[src/rtl/bus_tenure_arbiter.sv]
module bus_tenure_arbiter #(
  parameter int QW = 8
) (
  input  logic          clk,
  input  logic          rst_n,
  input  logic          tx_req,
  input  logic          tx_done,
  input  logic [QW-1:0] tx_quantum,
  input  logic          rx_req,
  input  logic          rx_done,
  input  logic [QW-1:0] rx_quantum,
  output logic          tx_grant,
  output logic          rx_grant
);

  localparam logic [QW-1:0] ONE = QW'(1);

  typedef enum logic [1:0] {IDLE, OWN_TX, OWN_RX} st_t;

  st_t           st, st_nx;
  logic          last_rx, last_rx_nx;
  logic [QW-1:0] cnt, cnt_nx;

  wire [QW-1:0] tx_len  = (tx_quantum == '0) ? ONE : tx_quantum;
  wire [QW-1:0] rx_len  = (rx_quantum == '0) ? ONE : rx_quantum;
  wire          tx_quit = !tx_req || tx_done;
  wire          rx_quit = !rx_req || rx_done;
  wire          pick_rx = rx_req && (!tx_req || !last_rx);
  wire          expired = (cnt == ONE);

  always_comb begin
    st_nx      = st;
    last_rx_nx = last_rx;
    cnt_nx     = cnt;
    case (st)
      IDLE: begin
        if (pick_rx) begin
          st_nx  = OWN_RX;
          cnt_nx = rx_len;
        end else if (tx_req) begin
          st_nx  = OWN_TX;
          cnt_nx = tx_len;
        end
      end
      OWN_TX: begin
        if (tx_quit || (expired && rx_req)) begin
          st_nx      = IDLE;
          last_rx_nx = 1'b0;
        end else if (expired) begin
          cnt_nx = tx_len;
        end else begin
          cnt_nx = cnt - ONE;
        end
      end
      OWN_RX: begin
        if (rx_quit || (expired && tx_req)) begin
          st_nx      = IDLE;
          last_rx_nx = 1'b1;
        end else if (expired) begin
          cnt_nx = rx_len;
        end else begin
          cnt_nx = cnt - ONE;
        end
      end
      default: st_nx = IDLE;
    endcase
  end

  always_ff @(posedge clk or negedge rst_n) begin
    if (!rst_n) begin
      st      <= IDLE;
      last_rx <= 1'b0;
      cnt     <= '0;
    end else begin
      st      <= st_nx;
      last_rx <= last_rx_nx;
      cnt     <= cnt_nx;
    end
  end

  assign tx_grant = (st == OWN_TX);
  assign rx_grant = (st == OWN_RX);

  assert_idle_grant_R3: assert property (@(posedge clk) disable iff (!rst_n)
    (!tx_grant && !rx_grant && (tx_req || rx_req)) |=> (tx_grant || rx_grant));

  assert_dead_cycle_R6: assert property (@(posedge clk) disable iff (!rst_n)
    $rose(rx_grant) |-> !$past(tx_grant));

  assert_dead_cycle_tx_R6: assert property (@(posedge clk) disable iff (!rst_n)
    $rose(tx_grant) |-> !$past(rx_grant));

  assert_keep_alone_R7: assert property (@(posedge clk) disable iff (!rst_n)
    (tx_grant && tx_req && !tx_done && !rx_req) |=> tx_grant);

  assert_early_done_R8: assert property (@(posedge clk) disable iff (!rst_n)
    (rx_grant && rx_done) |=> !rx_grant);

  assert_req_drop_R9: assert property (@(posedge clk) disable iff (!rst_n)
    (tx_grant && !tx_req) |=> !tx_grant);

  assert_tenure_live_R11: assert property (@(posedge clk) disable iff (!rst_n)
    (tx_grant || rx_grant) |-> (cnt != '0));

endmodule

[config.mk]
export PLATFORM = sky130hd
export DESIGN_NAME = bus_tenure_arbiter
export DESIGN_NICKNAME = d
export VERILOG_FILES = /design/src/rtl/bus_tenure_arbiter.sv
export SDC_FILE = /design/constraint.sdc
export NUM_CORES = 1
export LEC_CHECK = 0
export BUFFER_PORTS_ARGS = -buffer_cell sky130_fd_sc_hd__buf_2
export CORE_MARGIN = 3
export CORE_UTILIZATION = 59
export DETAILED_ROUTE_END_ITERATION = 8
export GPL_ROUTABILITY_DRIVEN = 0
export PLACE_DENSITY = 0.89
export SYNTH_ARGS = -nofsm -noshare
export SYNTH_HDL_FRONTEND = slang
export SYNTH_SLANG_ARGS = --single-unit
export TNS_END_PERCENT = 5
[constraint.sdc]
create_clock -name clk -period 3.65 [get_ports clk]
set_clock_uncertainty 0.05 [all_clocks]
set_input_delay 0.5475 -clock clk [delete_from_list [all_inputs] [get_ports clk]]
set_output_delay 0.5475 -clock clk [all_outputs]
set_load 0.05 [all_outputs]
==> results_tabular.tex <==
\begin{tabular}{lr}
\hline
Metric & Value \\
\hline
\multicolumn{2}{l}{\textbf{Run status}} \\
\quad Status & completed \\
\multicolumn{2}{l}{\textbf{Detailed routing}} \\
\quad Number of nets with antenna violations after detailed routing & 0 \\
\quad Via density per instance & 6.52 \\
\quad Final wirelength & 3000 µm \\
\quad Residual DRC & 0 \\
\quad WL/cell & 15.8 µm \\
\quad DRT iter0 DRCs & 56 \\
\quad Total number of vias & 1,232 \\
\quad Detailed-router iteration count before antenna repair & 4 \\
\multicolumn{2}{l}{\textbf{Floorplanning}} \\
\quad Placeable core area & 1820 µm² \\
\quad Placement row count & 15 \\
\quad Number of ports placed on the die boundary & 24 \\
\quad Horizontal extent of the die & 51.1 µm \\
\quad Total die area & 2620 µm² \\
\quad Die Y & 51.1 µm \\
\quad Initial Utilization & 0.660 \\
\multicolumn{2}{l}{\textbf{Clocking}} \\
\quad Cts hold-fix bufs & 0 \\
\quad Clock network latency to the later pin of the worst-skew pair & 0.26 ns \\
\quad CTS max path bufs & 2 \\
\quad CTS tree & done \\
\quad Level count of the clock H-tree & 1 \\
\quad Sink Count & 11 \\
\quad PostCTS Resize Cnt & 0 \\
\quad Buffer type at the clock tree root & clkbuf\_4 \\
\quad Buffer count from post-CTS setup fixing & 0 \\
\quad Worst-path clk slew & 0.07 ns \\
\quad Inserted Clock Buffers & 3 \\
\multicolumn{2}{l}{\textbf{Timing}} \\
\quad Hold Violations, Final & 0 \\
\quad Fin worst setup slack & 1.23 ns \\
\quad Measured slew at the worst slew-check pin & 0.543 ns \\
\quad Hold slack final & 0.0910 ns \\
\quad TNS Setup & 0 ns \\
\quad Count of final setup violators & 0 \\
\quad Highest Clock Rate & 413 MHz \\
\quad Post-route fraction of the period consumed by the critical path & 0.664 \\
\quad Worst relative slew slack & 0.638 \\
\quad Min Clock Period, post-route & 2.42 ns \\
\quad RSZ-0062 raised after global routing & no \\
\quad Slew Limit Fails & 0 \\
\multicolumn{2}{l}{\textbf{Logic synthesis}} \\
\quad Nets in the synthesized netlist & 173 \\
\quad Cell area after synthesis & 1200 µm² \\
\quad Count of unique library cells instantiated by Yosys & 47 \\
\quad Total of warnings raised by yosys & 0 \\
\quad Mean post-synth cell area & 8.24 µm² \\
\quad Yosys reg bits & 11 \\
\quad Post-Syn Instances & 146 \\
\quad Share of synthesized area occupied by flip-flops and latches & 0.229 \\
\multicolumn{2}{l}{\textbf{Final layout}} \\
\quad Final antenna diode count & 0 \\
\quad Layout overhead on the synthesized area & 9.89\% \\
\quad Fraction of layout cells with a size suffix above 1 & 0.244 \\
\quad Final core area utilization & 0.726 \\
\quad Layout Cell Area excl Fill & 1320 µm² \\
\quad Filler-free cell count of the finished design & 189 \\
\quad Net count, final & 192 \\
\multicolumn{2}{l}{\textbf{Global route}} \\
\quad Global-route wire length before repair & 4950 µm \\
\quad Total overflow reported by the global router & 0 \\
\quad Pin count of the biggest net entering global routing & 16 \\
\quad Number of global-route vias before repair & 1,064 \\
\quad Initial antenna violation count & 0 \\
\quad Overall fraction of global-route tracks in use & 0.247 \\
\multicolumn{2}{l}{\textbf{Place}} \\
\quad Placement Cell Area & 1290 µm² \\
\quad Total half-perimeter wirelength after legalization and detailed placement & 2350 µm \\
\quad Count of buffers inserted at the top-level ports & 23 \\
\quad Count of placed standard cells including taps & 185 \\
\quad Pre-CTS setup slack & 1.26 ns \\
\multicolumn{2}{l}{\textbf{Critical path}} \\
\quad Cell with the biggest individual delay on the critical path & or3b\_1 \\
\quad Path depth of the worst reg2reg path & 7 \\
\quad Number of cells on the critical path & 7 \\
\quad Max FO, Critical Path & 15 \\
\quad Arrival time of the worst setup path & 2.52 ns \\
\quad Number of buffers and inverters on the critical path & 1 \\
\quad Setup slack on the worst flop-to-flop path & 1.23 ns \\
\quad Type of element launching the critical path & flop \\
\quad CP Class & reg -> reg \\
\quad Cell type group with the largest total delay on the critical path & simple AND/OR/NAND/NOR gates \\
\quad Worst path cell trace & inv\_1, ha\_1, or3b\_1, nand2b\_2, o221a\_2, a21oi\_1, nor2\_1 \\
\quad Critical path's largest stage delay & 0.54 ns \\
\quad WP data required & 3.75 ns \\
\quad Type of destination of the critical path & flop \\
\multicolumn{2}{l}{\textbf{Power}} \\
\quad Share of total power consumed by net switching & 0.528 \\
\quad Internal power of the cells & 0.552 mW \\
\quad Portion of total power attributed to combinational logic & 0.705 \\
\quad Highest ir drop seen on vdd & 0.702 mV \\
\quad Portion of total power attributed to sequential cells & 0.225 \\
\quad Clock power frac & 0.070 \\
\quad Areal power density over the cells & 885 nW/µm² \\
\quad Sw power & 0.618 mW \\
\quad Pwr Total & 1.17 mW \\
\quad Pleak & 0.546 nW \\
\multicolumn{2}{l}{\textbf{Run}} \\
\quad Max Cap Violations & 0 \\
\multicolumn{2}{l}{\textbf{Hold path}} \\
\quad Worst min path class & in -> async \\
\hline
\end{tabular}
## area by class of cell
cell class              instances  area (µm²)
flip-flops and latches         11         275
repair buffers                 24         123
well taps                      25        31.3
clock buffers                   4        26.3
multi-input cells             117         836
inverters                       8        30.0
fillers                       143         499
## cells by family after synthesis
family                   count (synthesis)  share of synthesized area
AO/OA/AOI/OAI                           58                      0.354
AND/OR/NAND/NOR                         42                      0.187
buffers and inverters                   18                     0.0760
flip-flops                              11                      0.229
multiplexers                             9                     0.0801
adder cells (fa/ha/maj)                  5                     0.0520
XOR/XNOR                                 3                     0.0219
## power by group through the flow
stage	sequential (mW)	combinational [mW]	clock, mW
floorplan	0.241	0.684	0
finish	0.263	0.825	0.0819
detailed placement	0.263	0.813	0
CTS	0.261	0.817	0.0866
global route	0.274	0.905	0.0923
global placement	0.258	0.787	0
## cell usage in the layout (no fill, tap or decap), drive strengths merged, types with 2 or more instances in the layout
cell	instances
buf	24
a21oi	18
nor2	14
dfrtp	11
inv	8
nand2	8
o31ai	8
o21ai	7
mux2	5
ha	5
mux2i	4
nand3	4
nor3	4
clkbuf	4
a22oi	3
o21a	3
o2111ai	3
nor4	3
o221a	2
or4	2
xnor2	2
and3b	2
nand2b	2
o221ai	2
o22ai	2
## state kept, by name, summed over array words and instances (netlist names)
name,flops
cnt,8
last_rx,1
st,2
## layer usage
metal | global-route usage | part of all wire | vias to the layer above
li1 | - | - | 595
met1 | 0.378 | 0.47 | 568
met2 | 0.367 | 0.45 | 63
met3 | 0.0175 | 0.070 | 6
met4 | 0.0762 | 0.014 | 0
met5 | 0 | 0 | -
## Yosys cell counts, drive strengths merged
cell type	number	area, µm²
o32ai	1	8.76
or3b	1	8.76
a221o	1	10.0
nor3b	1	7.51
nor2b	1	6.26
o21ai	7	35.0
mux2	5	56.3
a22oi	3	22.5
o221ai	2	35.0
a22o	1	8.76
a311oi	1	15.0
clkbuf	3	11.3
o21a	3	22.5
inv	8	30.0
and3b	2	17.5
nor4	3	25.0
xor2	1	8.76
o2111ai	3	26.3
dfrtp	11	275
buf	7	50.1
nand3	4	20.0
a211oi	1	7.51
nand2	8	30.0
or4	2	15.0
nor2	14	60.1
o211ai	1	7.51
o32a	1	10.0
o22ai	2	18.8
o31ai	8	60.1
a211o	1	8.76
ha	5	62.6
nor3	4	20.0
a221oi	1	8.76
a21boi	1	7.51
a21oi	18	90.1
nand2b	2	15.0
xnor2	2	17.5
mux2i	4	40.0
o221a	2	22.5
## final timing paths
check | from | endpoint
setup / recovery | cnt[1]$_DFFE_PN0P_ | cnt[6]$_DFFE_PN0P_
hold / removal | rst_n | cnt[5]$_DFFE_PN0P_
setup reg to reg | cnt[1]$_DFFE_PN0P_ | cnt[6]$_DFFE_PN0P_
hold reg to reg | last_rx$_DFFE_PN0P_ | last_rx$_DFFE_PN0P_
max in group asynchronous | rst_n | last_rx$_DFFE_PN0P_
min in group clk | last_rx$_DFFE_PN0P_ | last_rx$_DFFE_PN0P_
Note: power is estimated with default switching activity, not from simulation.
